[src/rtl/dma_seq_pkg.sv]
package dma_seq_pkg;

  typedef enum logic [1:0] {
    CK_INVALID  = 2'd0,
    CK_BASIC    = 2'd1,
    CK_AUTO     = 2'd2,
    CK_PINGPONG = 2'd3
  } cyc_kind_e;

  typedef enum logic [1:0] {
    ST_IDLE,
    ST_ARB,
    ST_RUN,
    ST_WAIT
  } seq_state_e;

endpackage

[src/rtl/dma_desc_store.sv]
module dma_desc_store
  import dma_seq_pkg::*;
#(
  parameter int CNT_W = 10,
  parameter int RPW_W = 4
) (
  input  logic             clk,
  input  logic             rst_n,
  input  logic             wr_en,
  input  logic             wr_alt,
  input  cyc_kind_e        wr_kind,
  input  logic [CNT_W-1:0] wr_cnt,
  input  logic [RPW_W-1:0] wr_rpow,
  input  logic             inv_en,
  input  logic             inv_alt,
  input  logic             rd_alt,
  output cyc_kind_e        cur_kind,
  output logic [CNT_W-1:0] cur_cnt,
  output logic [RPW_W-1:0] cur_rpow,
  output cyc_kind_e        oth_kind,
  output logic [CNT_W-1:0] oth_cnt,
  output logic [RPW_W-1:0] oth_rpow
);

  localparam int NUM_ENT = 2;

  cyc_kind_e        kind_q [NUM_ENT];
  logic [CNT_W-1:0] cnt_q  [NUM_ENT];
  logic [RPW_W-1:0] rpow_q [NUM_ENT];

  always_ff @(posedge clk or negedge rst_n) begin
    if (!rst_n) begin
      for (int i = 0; i < NUM_ENT; i++) begin
        kind_q[i] <= CK_INVALID;
        cnt_q[i]  <= '0;
        rpow_q[i] <= '0;
      end
    end else begin
      for (int i = 0; i < NUM_ENT; i++) begin
        if (wr_en && (wr_alt == 1'(i))) begin
          kind_q[i] <= wr_kind;
          cnt_q[i]  <= wr_cnt;
          rpow_q[i] <= wr_rpow;
        end else if (inv_en && (inv_alt == 1'(i))) begin
          kind_q[i] <= CK_INVALID;
        end
      end
    end
  end

  always_comb begin
    cur_kind = kind_q[rd_alt];
    cur_cnt  = cnt_q[rd_alt];
    cur_rpow = rpow_q[rd_alt];
    oth_kind = kind_q[!rd_alt];
    oth_cnt  = cnt_q[!rd_alt];
    oth_rpow = rpow_q[!rd_alt];
  end

  AST_CLEAR_ON_DONE: assert property (@(posedge clk) disable iff (!rst_n)
    (inv_en && !(wr_en && (wr_alt == inv_alt))) |=> (kind_q[$past(inv_alt)] == CK_INVALID));

endmodule

[src/rtl/dma_xfer_counter.sv]
module dma_xfer_counter
  import dma_seq_pkg::*;
#(
  parameter int CNT_W = 10,
  parameter int RPW_W = 4
) (
  input  logic             clk,
  input  logic             rst_n,
  input  logic             load_cyc,
  input  logic [CNT_W-1:0] cnt_in,
  input  logic [RPW_W-1:0] rpow_in,
  input  logic             load_chunk,
  input  logic             step,
  output logic             last_xfer,
  output logic             chunk_end
);

  logic [CNT_W-1:0] rem_q;
  logic [CNT_W-1:0] chk_q;
  logic [RPW_W-1:0] rpow_q;
  logic [CNT_W-1:0] chunk_init;
  logic [CNT_W:0]   pow_v;

  // chunk length minus one; exponents at or above the count width saturate
  always_comb begin
    pow_v = {{CNT_W{1'b0}}, 1'b1} << rpow_q;
    if (32'(rpow_q) >= CNT_W) chunk_init = '1;
    else                      chunk_init = pow_v[CNT_W-1:0] - CNT_W'(1);
  end

  always_ff @(posedge clk or negedge rst_n) begin
    if (!rst_n) begin
      rem_q  <= '0;
      rpow_q <= '0;
    end else if (load_cyc) begin
      rem_q  <= cnt_in;
      rpow_q <= rpow_in;
    end else if (step && (rem_q != '0)) begin
      rem_q <= rem_q - CNT_W'(1);
    end
  end

  always_ff @(posedge clk or negedge rst_n) begin
    if (!rst_n)                      chk_q <= '0;
    else if (load_chunk)             chk_q <= chunk_init;
    else if (step && (chk_q != '0))  chk_q <= chk_q - CNT_W'(1);
  end

  assign last_xfer = (rem_q == '0);
  assign chunk_end = (chk_q == '0);

  AST_COUNT_STEP: assert property (@(posedge clk) disable iff (!rst_n)
    (step && !load_cyc && (rem_q != '0)) |=> (rem_q == $past(rem_q) - CNT_W'(1)));

endmodule

[src/rtl/dma_cycle_fsm.sv]
module dma_cycle_fsm
  import dma_seq_pkg::*;
(
  input  logic      clk,
  input  logic      rst_n,
  input  logic      chan_en,
  input  logic      req,
  input  logic      gnt,
  input  logic      xfer_done,
  input  cyc_kind_e cur_kind,
  input  cyc_kind_e oth_kind,
  input  logic      last_xfer,
  input  logic      chunk_end,
  output logic      use_alt,
  output logic      xfer_en,
  output logic      dma_done,
  output logic      load_cyc,
  output logic      load_other,
  output logic      load_chunk,
  output logic      step,
  output logic      inv_en,
  output logic      inv_alt
);

  seq_state_e st_q, st_d;
  cyc_kind_e  mode_q;
  logic       alt_q;
  logic       done_q;
  logic       start, finish, pp_go, oth_runs;

  assign oth_runs   = (oth_kind == CK_AUTO) || (oth_kind == CK_PINGPONG);
  assign start      = (st_q == ST_IDLE) && chan_en && req && (cur_kind != CK_INVALID);
  assign step       = (st_q == ST_RUN) && xfer_done;
  assign finish     = step && last_xfer;
  assign pp_go      = finish && (mode_q == CK_PINGPONG) && chan_en && oth_runs;
  assign load_cyc   = start || pp_go;
  assign load_other = pp_go;
  assign load_chunk = (st_q == ST_ARB) && chan_en && gnt;
  assign inv_en     = finish;
  assign inv_alt    = alt_q;
  assign xfer_en    = (st_q == ST_RUN);
  assign use_alt    = alt_q;
  assign dma_done   = done_q;

  always_comb begin
    st_d = st_q;
    case (st_q)
      ST_IDLE: if (start) st_d = ST_ARB;
      ST_ARB: begin
        if (!chan_en) st_d = ST_IDLE;
        else if (gnt) st_d = ST_RUN;
      end
      ST_RUN: begin
        if (step) begin
          if (last_xfer)                st_d = pp_go ? ST_ARB : ST_IDLE;
          else if (chunk_end)           st_d = (mode_q == CK_BASIC) ? ST_WAIT : ST_ARB;
        end
      end
      ST_WAIT: begin
        if (!chan_en) st_d = ST_IDLE;
        else if (req) st_d = ST_ARB;
      end
      default: st_d = ST_IDLE;
    endcase
  end

  always_ff @(posedge clk or negedge rst_n) begin
    if (!rst_n) begin
      st_q   <= ST_IDLE;
      mode_q <= CK_INVALID;
      alt_q  <= 1'b0;
      done_q <= 1'b0;
    end else begin
      st_q   <= st_d;
      done_q <= finish;
      if (start)      mode_q <= cur_kind;
      else if (pp_go) mode_q <= oth_kind;
      if (finish && (mode_q == CK_PINGPONG)) alt_q <= !alt_q;
    end
  end

  AST_DONE_SINGLE: assert property (@(posedge clk) disable iff (!rst_n)
    dma_done |=> !dma_done);

  AST_NO_XFER_WITHOUT_GNT: assert property (@(posedge clk) disable iff (!rst_n)
    ((st_q == ST_ARB) && !gnt) |=> !xfer_en);

  AST_INVALID_IGNORED: assert property (@(posedge clk) disable iff (!rst_n)
    ((st_q == ST_IDLE) && (cur_kind == CK_INVALID)) |=> ((st_q == ST_IDLE) && !xfer_en));

  AST_BASIC_WAITS: assert property (@(posedge clk) disable iff (!rst_n)
    ((st_q == ST_WAIT) && !req) |=> !xfer_en);

  AST_PP_SWITCH: assert property (@(posedge clk) disable iff (!rst_n)
    (finish && (mode_q == CK_PINGPONG)) |=> (use_alt != $past(use_alt)));

endmodule

[src/rtl/dma_cycle_seq.sv]
module dma_cycle_seq
  import dma_seq_pkg::*;
#(
  parameter int CNT_W = 10,
  parameter int RPW_W = 4
) (
  input  logic             clk,
  input  logic             rst_n,
  input  logic             chan_en,
  input  logic             req,
  input  logic             gnt,
  input  logic             xfer_done,
  input  logic             cfg_we,
  input  logic             cfg_alt,
  input  logic [1:0]       cfg_kind,
  input  logic [CNT_W-1:0] cfg_cnt,
  input  logic [RPW_W-1:0] cfg_rpow,
  output logic             use_alt,
  output logic             xfer_en,
  output logic             dma_done
);

  cyc_kind_e        cur_kind, oth_kind;
  logic [CNT_W-1:0] cur_cnt, oth_cnt, ld_cnt;
  logic [RPW_W-1:0] cur_rpow, oth_rpow, ld_rpow;
  logic             load_cyc, load_other, load_chunk, step;
  logic             inv_en, inv_alt, last_xfer, chunk_end;

  dma_desc_store #(.CNT_W(CNT_W), .RPW_W(RPW_W)) u_store (
    .clk      (clk),
    .rst_n    (rst_n),
    .wr_en    (cfg_we),
    .wr_alt   (cfg_alt),
    .wr_kind  (cyc_kind_e'(cfg_kind)),
    .wr_cnt   (cfg_cnt),
    .wr_rpow  (cfg_rpow),
    .inv_en   (inv_en),
    .inv_alt  (inv_alt),
    .rd_alt   (use_alt),
    .cur_kind (cur_kind),
    .cur_cnt  (cur_cnt),
    .cur_rpow (cur_rpow),
    .oth_kind (oth_kind),
    .oth_cnt  (oth_cnt),
    .oth_rpow (oth_rpow)
  );

  // a ping-pong hand-over loads the structure that is about to become active
  assign ld_cnt  = load_other ? oth_cnt  : cur_cnt;
  assign ld_rpow = load_other ? oth_rpow : cur_rpow;

  dma_xfer_counter #(.CNT_W(CNT_W), .RPW_W(RPW_W)) u_cnt (
    .clk        (clk),
    .rst_n      (rst_n),
    .load_cyc   (load_cyc),
    .cnt_in     (ld_cnt),
    .rpow_in    (ld_rpow),
    .load_chunk (load_chunk),
    .step       (step),
    .last_xfer  (last_xfer),
    .chunk_end  (chunk_end)
  );

  dma_cycle_fsm u_fsm (
    .clk        (clk),
    .rst_n      (rst_n),
    .chan_en    (chan_en),
    .req        (req),
    .gnt        (gnt),
    .xfer_done  (xfer_done),
    .cur_kind   (cur_kind),
    .oth_kind   (oth_kind),
    .last_xfer  (last_xfer),
    .chunk_end  (chunk_end),
    .use_alt    (use_alt),
    .xfer_en    (xfer_en),
    .dma_done   (dma_done),
    .load_cyc   (load_cyc),
    .load_other (load_other),
    .load_chunk (load_chunk),
    .step       (step),
    .inv_en     (inv_en),
    .inv_alt    (inv_alt)
  );

endmodule

[config.mk]
export PLATFORM = sky130hd
export DESIGN_NAME = dma_cycle_seq
export DESIGN_NICKNAME = d
export VERILOG_FILES = /design/src/rtl/dma_seq_pkg.sv /design/src/rtl/dma_desc_store.sv /design/src/rtl/dma_xfer_counter.sv /design/src/rtl/dma_cycle_fsm.sv /design/src/rtl/dma_cycle_seq.sv
export SDC_FILE = /design/constraint.sdc
export NUM_CORES = 1
export LEC_CHECK = 0
export BUFFER_PORTS_ARGS = -buffer_cell sky130_fd_sc_hd__buf_2
export CAP_MARGIN = 10
export CORE_MARGIN = 10
export CORE_UTILIZATION = 54
export DETAILED_ROUTE_END_ITERATION = 10
export PLACE_DENSITY = 0.82
export RECOVER_POWER = 25
export SLEW_MARGIN = 25
export SYNTH_ARGS = -nofsm -noshare
export SYNTH_HDL_FRONTEND = slang
export SYNTH_SLANG_ARGS = --single-unit
[constraint.sdc]
create_clock -name clk -period 5.2 [get_ports clk]
set_input_delay 1.04 -clock clk [delete_from_list [all_inputs] [get_ports clk]]
set_output_delay 1.04 -clock clk [all_outputs]
set_load 0.05 [all_outputs]
**Word-level counts from Yosys, hierarchy flattened**

Cells that the tools add are included.

- $add $sub $neg: 3
- Bitwise gates (word level): 4
- $lt $le $gt $ge: 3
- Eq/ne operators: 12
- Reduce and logical (&&, ||, !) cells: 31
- Shifts and indexed selects: 1
- Muxes and demuxes: 42

Operators by type and width:

| cell | count |
|---|---|
| 2-to-1 mux 10 bit | 12 |
| 2-to-1 mux 2 bit | 21 |
| subtractor 10 x 1 -> 10 bit, second input constant | 3 |
| 2-to-1 mux 4 bit | 7 |
| zero test 10 bit | 2 |
| nonzero test 10 bit | 2 |
| logical AND 1 bit | 16 |
| nonzero test 2 bit | 6 |
| equality test 2 bit, second input constant | 5 |
| << shifter 1 x 4 -> 10 bit, first input constant | 1 |
| case mux 2 bit (4 select lines) | 1 |
| != test 3 bit, second input constant | 2 |
| AND reduction 5 bit | 1 |
| equality test 2 x 1 -> 1 bit, second input constant | 2 |
| >= comparator 2 bit, second input constant | 2 |
| >= comparator 4 bit, second input constant | 1 |
| != test 2 x 1 -> 1 bit, second input constant | 2 |
| inverter 1 -> 2 bit | 2 |
| != test 3 x 1 -> 1 bit, second input constant | 1 |
| zero test 2 bit | 1 |
| logical OR 1 bit | 2 |
| inverter 1 bit | 2 |
| zero test 1 bit | 1 |
| 2-to-1 mux 1 bit | 1 |

- Word-level logic and storage cells: 109
- Input bits: 24
- Register bits: 62
- Output and inout bits: 3

**Depth between registers and ports, before layout**

Gate-level depths: netlist of the first run.

- Word-level depth: 12
- Mapped depth: 9
- Depth with buffers taken out: 8

**Cells and area by module**

From an unflattened synthesis of the first run, not the netlist that was laid out.

- Cell total of the unflattened synthesis: 311
- Area total of the unflattened synthesis: 3552.2 um^2

By module, submodules not included:

| module | instances | area each (um^2) | sequential area each (um^2) | cells an instance |
|---|---|---|---|---|
| dma_desc_store | 1 | 1644.1 | 800.8 | 113 |
| dma_xfer_counter | 1 | 1407.6 | 600.6 | 148 |
| dma_cycle_fsm | 1 | 331.6 | 150.1 | 35 |
| dma_cycle_seq | 1 | 168.9 | 0.0 | 15 |

**Worst setup path after synthesis of the first run**

Ideal clock, no wire load.

- Kind: input -> register
- Start: input port chan_en
- End: register u_cnt.rem_q[3]
- Data arrival time: 2.318 ns
- Library setup time: 0.083 ns
- Data required time: 5.117 ns
- Stages on the path: 8
- Buffers on the path: 3
- Slack: 2.799 ns
- Cell sequence: buf_2 nand4bb_1 clkbuf_1 buf_2 nor3_1 a311o_1 a32o_1 o21ai_0

- Longest elaborated chain between the ends: 5
- Elaborated cells on any way between the ends: 9
- Those cells by class: 2 x mux; 7 x reduce/logical

RTL lines:

| element | line | text |
|---|---|---|
| start, declared | dma_cycle_seq.sv:9 | `input logic chan_en,` |
| logical AND 1 bit (3 in a row) | dma_cycle_fsm.sv:32 | `assign start = (st_q == ST_IDLE) && chan_en && req && (cur_kind != CK_INVALID);` |
| logical OR 1 bit | dma_cycle_fsm.sv:36 | `assign load_cyc = start \|\| pp_go;` |
| 2-to-1 mux 10 bit or nonzero test 2 bit (tied branches) | - |  |
| end signal, assigned | dma_xfer_counter.sv:36 | `rem_q <= cnt_in;` |
| end signal, assigned | dma_xfer_counter.sv:39 | `rem_q <= rem_q - CNT_W'(1);` |
| end, declared | dma_xfer_counter.sv:18 | `logic [CNT_W-1:0] rem_q;` |

Parallel ways exist; a longest one is shown, timed or not.
A chain may end at the register's enable or synchronous reset.

**Final worst setup path of the first run**

- Start: input port chan_en
- End: register u_cnt.rem_q[6]

Same word-level chain as after synthesis.

==> impl_metrics.py, run 1 <==
metrics = {
    "synthesis": {
        "ys_warn_count": 0,
        "synth_most_common_cell": "dfrtp_1",
        "syn_inst": 369,
        "ys_seq_area_frac": 0.436,
        "ys_top_cells_by_area": "dfrtp_1 44%, mux2_2 9.2%, o21ai_0 3.4%",
        "synth_top_area_cell": "dfrtp_1",
        "syn_nets": 397,
        "synthDistinctLibCells": 66,
        "synth_edf_count": 0,
        "async_flop_share": 1.00,
        "synth_top_area_frac": 0.436,
        "ys_seq_elements": 62,
        "syn_area_per_cell_um2": 9.64,
        "syn_area_mm2": 0.00356,
        "synth_common_cells": "62 x dfrtp_1, 29 x mux2_2, 28 x nor2_1",
        "synth_flop_cell": "dfrtp_1",
    },
    "detailed_routing": {
        "first_pass_iters": 5,
        "num_vias": 3083,
        "drt-vias-per-instance": 6.52,
        "drcViolationCount": 0,
        "detail-route-antenna-nets": 0,
        "wl_per_cell_um": 17.7,
        "drt_iter0_drc": 338,
        "routed_wl_um": 8390,
    },
    "cts": {
        "cts_tree": "built",
        "htree_levels": 3,
        "ctsResizeCount": 0,
        "clk_pin_slew_ps": 70,
        "hold_buffers": 0,
        "cts_inserted_buffers": 9,
        "postCtsSetupBuffers": 0,
        "clk_path_buf_depth": 2,
        "cts_root_buf": "clkbuf_8",
        "clock-sinks": 62,
        "insertion_delay_ps": 350,
    },
    "cells_and_area": {
        "utilization": 0.618,
        "drive_gt1_frac": 0.210,
        "multiInputGateArea_mm2": 0.00187,
        "n_fill_cell": 538,
        "n_antenna_cell": 0,
        "ff_latch_area_mm2": 0.00155,
        "fin_nets": 419,
        "area.growth.synth_to_final_pct": 10.9,
    },
    "die": {
        "ios": 27,
        "rows": 29,
        "start_util": 0.557,
        "die_y_um": 101,
        "core_mm2": 0.00639,
        "die_area_mm2": 0.0102,
        "dieWidth_um": 101,
    },
    "run": {
        "drv_cap": 0,
    },
    "global_route": {
        "grt_max_degree": 63,
        "grt_pass1_vias": 3065,
        "antenna_found_initial": 0,
        "track_usage": 0.172,
        "gr-usage-met3": 0.0545,
        "grt_overflow": 0,
        "grt_pass1_wl_um": 14500,
        "top_usage_layer": "met2",
        "gr-usage-met1": 0.216,
        "use_met2": 0.269,
    },
    "placed_design": {
        "gp_congestion": 0.923,
        "dpl.hpwl_um": 5700,
        "port_buffers": 26,
    },
    "status": {
        "status": "completed",
    },
    "worst_setup_path": {
        "cp.required_ps": 5440,
        "regToRegSetupSlack_ps": 2400,
        "end_kind": "flop",
        "worstSetupPathType": "input port to flop",
        "worstSetupStartpointType": "input port",
        "cp_max_fo": 16,
        "cp.arrival_ps": 3200,
    },
    "sta": {
        "finalCritPeriodShare": 0.569,
        "fin_skew_ps": 8.55,
        "hold_viol_final": 0,
        "rsz0062_at_grt": "false",
        "tns_ps": 0,
        "worstMarginPinSlew_ps": 916,
        "setup_viol": 0,
        "max_freq_mhz": 338,
        "period_needed_ps": 2960,
        "drv_slew": 0,
        "max-slew-margin-rel": 0.386,
    },
    "power_and_ir_drop": {
        "power.density_mw_per_mm2": 430,
        "leakagePower_nw": 1.62,
        "peakVddDrop_uv": 250,
    },
    "hold_path": {
        "hold_path.class": "flop to flop",
    },
}
[final timing paths]
check | from | to | cells after the start
worst min register to register | u_store.rpow_q[0] | u_store.rpow_q[0] | 1
worst min-delay path | u_store.rpow_q[0] | u_store.rpow_q[0] | 1
worst max-delay path | chan_en | u_cnt.rem_q[6] | 6
max in group asynchronous | rst_n | u_store.rpow_q[7] | 2
worst max register to register | u_fsm.inv_alt | u_cnt.rem_q[6] | 5
min in group asynchronous | rst_n | u_cnt.rem_q[2] | 2
[state kept, by name, summed over array words and instances, names as in the netlist]
| name | flops |
|---|---|
| u_store.kind_q | 4 |
| u_store.rpow_q | 8 |
| u_fsm.mode_q | 2 |
| u_fsm.inv_alt | 1 |
| u_store.cnt_q | 20 |
| u_cnt.chk_q | 10 |
| u_cnt.rpow_q | 4 |
| u_fsm.dma_done | 1 |
| u_cnt.rem_q | 10 |
| u_fsm.st_q | 2 |
[per-stage QoR]
step	worst slack, ps	power [mW]	hold slack, ps	instance area, um2	instances
after floorplan	2800	1.09	473	3560	369
after global placement	2110	1.19	485	3720	457
after detailed placement	1960	1.21	497	3720	457
after CTS	2320	1.70	515	3950	473
after global routing	2080	1.80	529	3950	473
final	2240	1.70	513	3950	473
[cells in the final DEF, fill, tap and decap left out, types with 3 or more instances in the layout]
master / synthesis / routed
a31oi_1: 8 / 8
dfrtp_1: 62 / 62
o32ai_1: 5 / 5
nor2b_1: 7 / 7
and3_1: 3 / 3
mux2_2: 29 / 29
xor2_1: 5 / 5
nor3_1: 19 / 19
nand3_1: 21 / 21
a21oi_1: 18 / 18
a311o_1: 6 / 6
nand2_1: 24 / 24
nand4_1: 3 / 3
o31ai_1: 3 / 3
o21ai_0: 24 / 24
ha_1: 4 / 4
nand3b_1: 3 / 3
clkbuf_8: 0 / 10
nor4_1: 4 / 4
nor2_1: 28 / 28
o21ai_1: 3 / 3
xnor2_1: 4 / 4
inv_1: 16 / 16
buf_2: 5 / 26
a32o_1: 4 / 4
a211oi_1: 3 / 3
mux2i_1: 3 / 3
[metal layers]
layer	routed length [um]	up-vias	share of wire
li1	-	1432	-
met1	3720	1545	0.44
met2	3980	88	0.47
met3	527	18	0.063
met4	164	0	0.020
met5	0	-	0
[cells by family after synthesis]
kind of cell    synth area share
compound gates             0.192
xor+xnor                  0.0222
fa+ha+maj                 0.0141
buf+inv                   0.0387
flops                      0.436
mux                        0.100
simple gates               0.197
[layout make-up]
type,instances,area share
Inverter,16,0.0152
Tap cell,77,0.0244
Timing Repair Buffer,28,0.0368
Multi-Input combinational cell,274,0.474
Sequential cell,62,0.393
Clock inverter,6,0.0216
Clock buffer,10,0.0349
[worst max-delay path, stage by stage]
cell	delay, ps
buf_2	160
nand4bb_1	580
a211o_1	530
o21ai_1	520
o32ai_1	220
o21a_1	140
[power by group]
part           internal (mW)  switching, mW
logic                  0.210          0.238
registers              0.609          0.162
clock network          0.281          0.196
total                   1.10          0.597
Power figures use the tool's default switching activity.
==> inputs of run 2 (changes only) <==
--- a/config.mk
+++ b/config.mk
@@ -10,7 +10,7 @@
 export CORE_MARGIN = 10
 export CORE_UTILIZATION = 54
 export DETAILED_ROUTE_END_ITERATION = 10
-export PLACE_DENSITY = 0.82
+export PLACE_DENSITY = 0.85
 export RECOVER_POWER = 25
 export SLEW_MARGIN = 25
 export SYNTH_ARGS = -nofsm -noshare
==> constraint.sdc (replaced) <==
create_clock -name clk -period 2.6 [get_ports clk]
set_input_delay 0.52 -clock clk [delete_from_list [all_inputs] [get_ports clk]]
set_output_delay 0.52 -clock clk [all_outputs]
set_load 0.05 [all_outputs]
==> impl_metrics.py, run 2 (synthesized netlist as in run 1, its figures left out) <==
metrics = {
    "status": {
        "status": "completed",
    },
    "cells_and_area": {
        "fin_cells": 483,
        "regMostFlops": "u_store.cnt_q",
        "fin_nets": 429,
        "mostFrequentLayoutCells": "62 x dfrtp_1, 29 x mux2_2, 28 x nor2_1",
        "top_regs": "u_store.cnt_q: 20 flops, u_cnt.chk_q: 10 flops, u_cnt.rem_q: 10 flops",
        "area.growth.synth_to_final_pct": 13.6,
        "n_antenna_cell": 0,
        "largest_reg_flops": 20,
        "drive_gt1_frac": 0.219,
        "mostFrequentLayoutCell": "dfrtp_1",
        "utilization": 0.633,
    },
    "worst_setup_path": {
        "cp_max_fo": 8,
        "worstSetupPathType": "flop to flop",
        "regToRegSetupSlack_ps": 260,
        "cp_slowest_cell": "or3b_2",
        "end_kind": "flop",
        "cp_cell_sequence": "inv_1 -> ha_1 -> or3b_2 -> nor3_4 -> a21oi_1 -> a221oi_1",
        "cp.arrival_ps": 2560,
        "crit_path_max_incr_delay_ps": 520,
        "cp.required_ps": 2820,
        "worstSetupStartpointType": "flop",
    },
    "die": {
        "die_y_um": 101,
        "ios": 27,
        "dieWidth_um": 101,
        "rows": 29,
        "core_mm2": 0.00639,
        "start_util": 0.557,
        "die_area_mm2": 0.0102,
    },
    "placed_design": {
        "dp.cells": 467,
        "port_buffers": 26,
        "gp_congestion": 1.07,
        "dpl.hpwl_um": 6240,
    },
    "cts": {
        "postCtsSetupBuffers": 0,
        "clk_path_buf_depth": 2,
        "htree_levels": 3,
        "cts_root_buf": "clkbuf_8",
        "ctsResizeCount": 0,
        "clock-sinks": 62,
        "cts_tree": "built",
        "insertion_delay_ps": 350,
        "cts_inserted_buffers": 9,
        "clk_pin_slew_ps": 70,
        "hold_buffers": 0,
    },
    "detailed_routing": {
        "wl_per_cell_um": 18.0,
        "detail-route-antenna-nets": 0,
        "drcViolationCount": 0,
        "first_pass_iters": 7,
        "routed_wl_um": 8680,
        "drt-vias-per-instance": 6.39,
        "num_vias": 3086,
        "drt_iter0_drc": 286,
    },
    "global_route": {
        "grt_overflow": 0,
        "grt_pass1_vias": 3030,
        "grt_max_degree": 24,
        "antenna_found_initial": 0,
        "track_usage": 0.174,
        "grt_pass1_wl_um": 14400,
    },
    "sta": {
        "worstMarginPinSlew_ps": 1140,
        "hold_viol_final": 0,
        "tns_ps": 0,
        "rsz0062_at_grt": "false",
        "max_freq_mhz": 428,
        "setup_viol": 0,
        "hold_slack_ps": 371,
        "max-slew-margin-rel": 0.242,
        "finalCritPeriodShare": 0.899,
        "period_needed_ps": 2340,
        "fin_skew_ps": 9.05,
        "drv_slew": 0,
    },
    "power_and_ir_drop": {
        "peakVddDrop_uv": 469,
        "leakagePower_nw": 1.68,
        "power.density_mw_per_mm2": 872,
    },
    "run": {
        "drv_cap": 0,
    },
    "hold_path": {
        "hold_path.class": "input port to async pin",
    },
}
[run 2: final timing paths]
path,depth (start not counted),start,to
min in group clk,3,cfg_kind[0],u_store.kind_q[2]
worst min-delay path,1,rst_n,u_store.cnt_q[9]
max in group asynchronous,2,rst_n,u_fsm.inv_alt
worst max-delay path,6,u_cnt.rem_q[0],u_cnt.rem_q[9]
worst max register to register,6,u_cnt.rem_q[0],u_cnt.rem_q[9]
worst min register to register,1,u_store.cnt_q[7],u_store.cnt_q[7]
[run 2: area by class of cell]
cell class              instances  area, um2
repair buffers                 38        215
inverters                      16       60.1
flip-flops and latches         62       1550
clock inverters                 3       90.1
well taps                      77       96.3
multi-input cells             274       1870
clock buffers                  13        159
fillers                       530       2340
[run 2: worst max-delay path: cells and delay by family, from the launching register on]
| family | cells | cell delay [ps] |
|---|---|---|
| compound gates | 2 | 680 |
| buf+inv | 1 | 100 |
| flops | 1 | 410 |
| simple gates | 2 | 800 |
| fa+ha+maj | 1 | 220 |
[run 2: metrics by stage]
step	power [mW]	instance area, um2	setup slack, ps
after global routing	3.72	4040	146
final	3.52	4040	263
after detailed placement	2.45	3800	338
after floorplan	2.18	3560	408
after global placement	2.39	3800	461
after CTS	3.53	4050	317
[run 2: layer usage]
| layer | vias up | GRT usage | wire, um |
|---|---|---|---|
| met1 | 1461 | 0.217 | 3690 |
| met2 | 143 | 0.277 | 4080 |
| li1 | 1455 | - | - |
| met5 | - | 0 | 0 |
| met3 | 27 | 0.0463 | 722 |
| met4 | 0 | 0.0761 | 187 |
[run 2: power by group]
part	switching (mW)	total [mW]	internal (mW)	leakage, nW
registers	0.320	1.54	1.22	0.724
logic	0.490	0.923	0.432	0.833
clock network	0.373	1.06	0.691	0.124
total	1.18	3.52	2.34	1.68
